--- config.mk ---
export PLATFORM = sky130hd
export DESIGN_NAME = sram_pipe_ctrl
export DESIGN_NICKNAME = d
export VERILOG_FILES = /design/src/rtl/sram_pipe_pkg.sv /design/src/rtl/sram_chip_sel.sv /design/src/rtl/sram_wr_decode.sv /design/src/rtl/sram_core.sv /design/src/rtl/sram_out_stage.sv /design/src/rtl/sram_pipe_ctrl.sv
export SDC_FILE = /design/constraint.sdc
export NUM_CORES = 2
export LEC_CHECK = 0
export BUFFER_PORTS_ARGS = -buffer_cell sky130_fd_sc_hd__buf_4
export CAP_MARGIN = 30
export CORE_UTILIZATION = 65
export DETAILED_ROUTE_END_ITERATION = 10
export PLACE_DENSITY = 0.82
export SETUP_SLACK_MARGIN = 0.05
export SLEW_MARGIN = 15
export SYNTH_ARGS = -nofsm -noshare
export SYNTH_HDL_FRONTEND = slang
export SYNTH_SLANG_ARGS = --single-unit
export TNS_END_PERCENT = 1
--- constraint.sdc ---
create_clock -name clk_i -period 8.38 [get_ports clk_i]
set_input_delay 0.419 -clock clk_i [delete_from_list [all_inputs] [get_ports clk_i]]
set_output_delay 0.419 -clock clk_i [all_outputs]
set_load 0.01 [all_outputs]
--- src/rtl/sram_pipe_pkg.sv ---
package sram_pipe_pkg;
  typedef enum logic [1:0] {
    CYC_IDLE  = 2'd0,
    CYC_READ  = 2'd1,
    CYC_WRITE = 2'd2
  } cyc_kind_e;
endpackage

--- src/rtl/sram_chip_sel.sv ---
module sram_chip_sel (
  input  logic en_a_ni,
  input  logic en_b_ni,
  input  logic en_c_i,
  output logic sel_o
);
  assign sel_o = ~en_a_ni & ~en_b_ni & en_c_i;
endmodule

--- src/rtl/sram_wr_decode.sv ---
module sram_wr_decode
  import sram_pipe_pkg::*;
#(
  parameter int LANES = 4
) (
  input  logic             sel_i,
  input  logic             wr_all_i,
  input  logic             lane_wr_en_i,
  input  logic [LANES-1:0] lane_stb_i,
  output logic [LANES-1:0] lane_we_o,
  output cyc_kind_e        kind_o
);
  for (genvar g = 0; g < LANES; g++) begin : g_lane
    // global write overrides the qualified strobe
    assign lane_we_o[g] = sel_i & (wr_all_i | (lane_wr_en_i & lane_stb_i[g]));
  end

  always_comb begin
    if (!sel_i)         kind_o = CYC_IDLE;
    else if (|lane_we_o) kind_o = CYC_WRITE;
    else                kind_o = CYC_READ;
  end
endmodule

--- src/rtl/sram_core.sv ---
module sram_core #(
  parameter int LANES  = 4,
  parameter int LANE_W = 9,
  parameter int ADDR_W = 6
) (
  input  logic                    clk_i,
  input  logic [LANES-1:0]        lane_we_i,
  input  logic [ADDR_W-1:0]       addr_i,
  input  logic [LANES*LANE_W-1:0] wdata_i,
  output logic [LANES*LANE_W-1:0] rdata_o
);
  localparam int DEPTH = 1 << ADDR_W;

  for (genvar g = 0; g < LANES; g++) begin : g_lane
    logic [LANE_W-1:0] mem_q [DEPTH];

    always_ff @(posedge clk_i) begin
      if (lane_we_i[g]) mem_q[addr_i] <= wdata_i[g*LANE_W +: LANE_W];
    end

    assign rdata_o[g*LANE_W +: LANE_W] = mem_q[addr_i];
  end
endmodule

--- src/rtl/sram_out_stage.sv ---
module sram_out_stage #(
  parameter int DATA_W = 36
) (
  input  logic              clk_i,
  input  logic              rst_ni,
  input  logic              rd_i,
  input  logic [DATA_W-1:0] rdata_i,
  output logic [DATA_W-1:0] data_o,
  output logic              oe_o
);
  always_ff @(posedge clk_i or negedge rst_ni) begin
    if (!rst_ni) begin
      oe_o   <= 1'b0;
      data_o <= '0;
    end else begin
      // enable follows the read pipeline only; writes and deselects drop it
      oe_o <= rd_i;
      if (rd_i) data_o <= rdata_i;
    end
  end
endmodule

--- src/rtl/sram_pipe_ctrl.sv ---
module sram_pipe_ctrl
  import sram_pipe_pkg::*;
#(
  parameter int LANES  = 4,
  parameter int LANE_W = 9,
  parameter int ADDR_W = 6
) (
  input  logic                    clk_i,
  input  logic                    rst_ni,
  input  logic                    chip_en_a_ni,
  input  logic                    chip_en_b_ni,
  input  logic                    chip_en_c_i,
  input  logic [ADDR_W-1:0]       addr_i,
  input  logic [LANES*LANE_W-1:0] wdata_i,
  input  logic                    wr_all_i,
  input  logic                    lane_wr_en_i,
  input  logic [LANES-1:0]        lane_stb_i,
  output logic [LANES*LANE_W-1:0] rdata_o,
  output logic                    rdata_oe_o
);
  localparam int DATA_W = LANES * LANE_W;

  logic             sel;
  logic [LANES-1:0] lane_we_d;
  cyc_kind_e        kind_d;

  logic [LANES-1:0]  lane_we_q;
  cyc_kind_e         kind_q;
  logic [ADDR_W-1:0] addr_q;
  logic [DATA_W-1:0] wdata_q;
  logic [DATA_W-1:0] core_rdata;

  sram_chip_sel u_sel (
    .en_a_ni (chip_en_a_ni),
    .en_b_ni (chip_en_b_ni),
    .en_c_i  (chip_en_c_i),
    .sel_o   (sel)
  );

  sram_wr_decode #(.LANES(LANES)) u_dec (
    .sel_i        (sel),
    .wr_all_i     (wr_all_i),
    .lane_wr_en_i (lane_wr_en_i),
    .lane_stb_i   (lane_stb_i),
    .lane_we_o    (lane_we_d),
    .kind_o       (kind_d)
  );

  // input register stage
  always_ff @(posedge clk_i or negedge rst_ni) begin
    if (!rst_ni) begin
      lane_we_q <= '0;
      kind_q    <= CYC_IDLE;
      addr_q    <= '0;
      wdata_q   <= '0;
    end else begin
      lane_we_q <= lane_we_d;
      kind_q    <= kind_d;
      addr_q    <= addr_i;
      wdata_q   <= wdata_i;
    end
  end

  sram_core #(.LANES(LANES), .LANE_W(LANE_W), .ADDR_W(ADDR_W)) u_core (
    .clk_i     (clk_i),
    .lane_we_i (lane_we_q),
    .addr_i    (addr_q),
    .wdata_i   (wdata_q),
    .rdata_o   (core_rdata)
  );

  sram_out_stage #(.DATA_W(DATA_W)) u_out (
    .clk_i   (clk_i),
    .rst_ni  (rst_ni),
    .rd_i    (kind_q == CYC_READ),
    .rdata_i (core_rdata),
    .data_o  (rdata_o),
    .oe_o    (rdata_oe_o)
  );
endmodule

==> impl_metrics.py <==
metrics = {
    "route": {
        "avgViaCountPerCell": 7.52,
        "ant_nets": 0,
        "drt_pre_antenna_iters": 9,
        "route.vias.total": 55415,
        "wl_per_cell_um": 36.6,
        "first_iter_violations": 10878,
        "drt-total-wl_mm": 269,
        "route.detailed.drc": 0,
    },
    "floorplan": {
        "die_area_um2": 143000,
        "row_count": 137,
        "die_h_um": 378,
        "core_um2": 140000,
        "ios": 90,
        "dieWidth_um": 378,
        "start_util": 0.657,
    },
    "pwr": {
        "seqPwrFrac": 0.546,
        "combinationalPowerShare": 0.057,
        "p_sw_w": 0.00546,
        "ir_drop_mv": 0.236,
        "power_frac_clock": 0.396,
        "power_leakage_nw": 33.1,
        "pwr_density_cell_nw_per_um2": 237,
        "switching_share": 0.224,
        "p_int_w": 0.0189,
    },
    "sta": {
        "clock_skew_ps": 38.1,
        "setup_tns_ps": 0,
        "max_slew.worst_pin.slew_ps": 1190,
        "maxSlewViolCount": 0,
        "slew_headroom": 0.208,
        "hold_viol": 0,
        "fmax_mhz": 218,
        "rsz0062_at_grt": "no",
        "setup_viol": 0,
        "period_needed_ps": 4590,
        "final.period_utilization": 0.547,
    },
    "critical_path": {
        "cp-start-kind": "flip-flop",
        "cp.required_ps": 9080,
        "reg2reg_depth": 8,
        "r2r_start": "addr_q[1]",
        "end_kind": "flip-flop",
        "worstSetupPathType": "reg -> reg",
        "crit_fanout": 44,
        "r2r_slack_ps": 3790,
        "critPathLaunch": "addr_q[1]",
        "reg2reg_to": "u_out.data_o[9]",
        "endpoint": "u_out.data_o[9]",
        "arrival_ps": 5290,
    },
    "finish": {
        "layout_common_cells": "edfxtp_1 (2304), nor2_1 (380), mux2i_1 (287), buf_4 (267), clkbuf_16 (222)",
        "syn2layout_area_growth_pct": 11.9,
        "fin_nets": 5350,
        "mostFrequentLayoutCell": "edfxtp_1",
        "stdcell_area_um2": 103000,
        "drive_gt1_frac": 0.188,
    },
    "logic_synthesis": {
        "yosys_most_used_dff": "edfxtp_1",
        "ys_seq_area_frac": 0.776,
        "synth_top_area_share": 0.753,
        "synth_compound_area_frac": 0.0832,
        "synthesis.area_um2": 91900,
        "synthesis.nets": 5115,
        "synthDistinctLibCells": 67,
        "avgSynthCellArea_um2": 18.1,
        "synth-xor-area-share": 0,
        "synth-edff-count": 2304,
        "ys_ff_latch": 2389,
        "synthArstFlopShare": 0.0356,
        "synth_area_leader_cell": "edfxtp_1",
        "synth_mux_area_frac": 0.0909,
        "yosys.area_share.simple": 0.0291,
        "synth.top_cells.by_area": "edfxtp_1 (75%), mux4_2 (4.0%), mux2i_1 (3.1%)",
        "synth_top_family_by_area": "multiplexers",
        "synthAdderAreaFrac": 0,
        "netlist_instances": 5062,
        "yosysWarnings": 0,
    },
    "global_route": {
        "grt_pass1_vias": 53574,
        "antenna_found_initial": 9,
        "grt.total_usage": 0.377,
        "grt-ovfl-total": 0,
        "grt_max_degree": 145,
        "grt_pass1_wl_mm": 378,
    },
    "cts": {
        "htreeDepth": 4,
        "postCtsSetupBuffers": 0,
        "numCtsBuffers": 218,
        "cts.sinks": 2389,
        "clkTransAtPathRegs_ps": 70,
        "clk_latency_ps": 890,
        "cts_tree": "done",
        "cts_root_buf": "clkbuf_16",
        "clockBufferDepth": 3,
    },
    "placed_design": {
        "io_buffers": 89,
        "place_area_um2": 94800,
        "hpwl_mm": 153,
        "gp_congestion": 0.905,
    },
    "status": {
        "status": "complete, no violations",
    },
    "run": {
        "cap_viol_max_count": 0,
    },
    "worst_hold_path": {
        "hold_class": "in -> reg",
    },
}
[metrics by stage]
stage / hold slack, ps / util / std cells / power, W / setup slack [ps]
after floorplan: 123 / - / 5062 / 0.0142 / 5760
after global placement: 454 / 0.672 / 6763 / 0.0148 / 3920
after detailed placement: 444 / 0.678 / 6816 / 0.0149 / 4000
after CTS: 10.1 / 0.731 / 7282 / 0.0243 / 3970
after global routing: 6.04 / 0.735 / 7362 / 0.0248 / 3950
final: 46.7 / 0.735 / 7365 / 0.0244 / 3790
[cell families after synthesis]
group           count (synthesis)
flops                        2389
compound gates               1064
buf+inv                       360
mux                           610
simple gates                  639
[what timing repair did]
item,4_1_cts,5_1_grt
hold buffers,57,1
gates resized for setup,0,0
endpoints found under the hold margin,86,1
[power by group through the flow]
stage	sequential (W)	combinational (W)	clock, W
global route	0.0133	0.00142	0.0101
global placement	0.0136	0.00119	0
detailed placement	0.0136	0.00130	0
CTS	0.0133	0.00134	0.00961
floorplan	0.0136	0.000653	0
finish	0.0133	0.00140	0.00966
[cell type report]
class                           instances  area [um^2]
Antenna cell                            3         7.51
Clock buffer                          294         5950
Clock inverter                        115          940
Fill cell                            7610        37000
Inverter                                5         31.3
Multi-Input combinational cell       2313        18800
Sequential cell                      2389        71400
Tap cell                             1876         2350
Timing Repair Buffer                  370         3390
[sequential cells by signal (all words and copies together) (netlist names)]
name                 cells
u_out.data_o            36
u_core.g_lane.mem_q   2304
u_out.oe_o               1
lane_we_q                4
kind_q                   2
wdata_q                 36
addr_q                   6
[worst min path at each step]
stage                     slack (ps)           from            to  cells after the start
after floorplan                  120         rst_ni     addr_q[0]                      0
after global placement           450         rst_ni    wdata_q[6]                      1
after detailed placement         440         rst_ni    wdata_q[6]                      1
after CTS                         10  lane_stb_i[2]  lane_we_q[2]                      3
after global routing               6   lane_wr_en_i  lane_we_q[2]                      3
final                             50   lane_wr_en_i  lane_we_q[2]                      3
[routing by layer]
metal,vias up,wire length (um),GRT usage,part of all wire
met5,-,114,0.00103,0.00042
met4,16,21400,0.245,0.080
met3,1321,43400,0.125,0.16
met2,5898,119000,0.553,0.44
met1,27021,85300,0.487,0.32
li1,21159,-,-,-
[synth_stat cells, types with 6 or more instances]
cell	instances
and3_1	14
o32a_1	16
nand2b_1	8
buf_2	116
a221o_1	52
dfrtp_1	85
a22oi_1	173
nor3_1	9
buf_1	42
nor2b_1	7
o221ai_1	12
a211oi_1	12
a31oi_1	52
clkbuf_1	119
a311oi_1	6
mux2i_1	287
a221oi_1	188
nand3_1	26
a22o_1	43
o22ai_1	131
nand2_1	142
o2bb2ai_1	13
o22a_1	10
mux4_2	163
a41oi_1	7
o211ai_1	7
buf_4	53
nor2_1	386
nand4_1	9
edfxtp_1	2304
buf_6	24
a222oi_1	17
mux2_2	154
a21oi_1	146
o2111ai_1	6
o21ai_0	142
[critical path, cell delays in order, from the launching register on]
cell and delay, ps:
dfrtp_4 770, buf_4 680, buf_4 680, mux4_2 610, mux2i_1 410, o22ai_1 140, a2111oi_0 590, dlymetal6s2s_1 290
a41oi_1 140
Power figures use the tool's default switching activity.
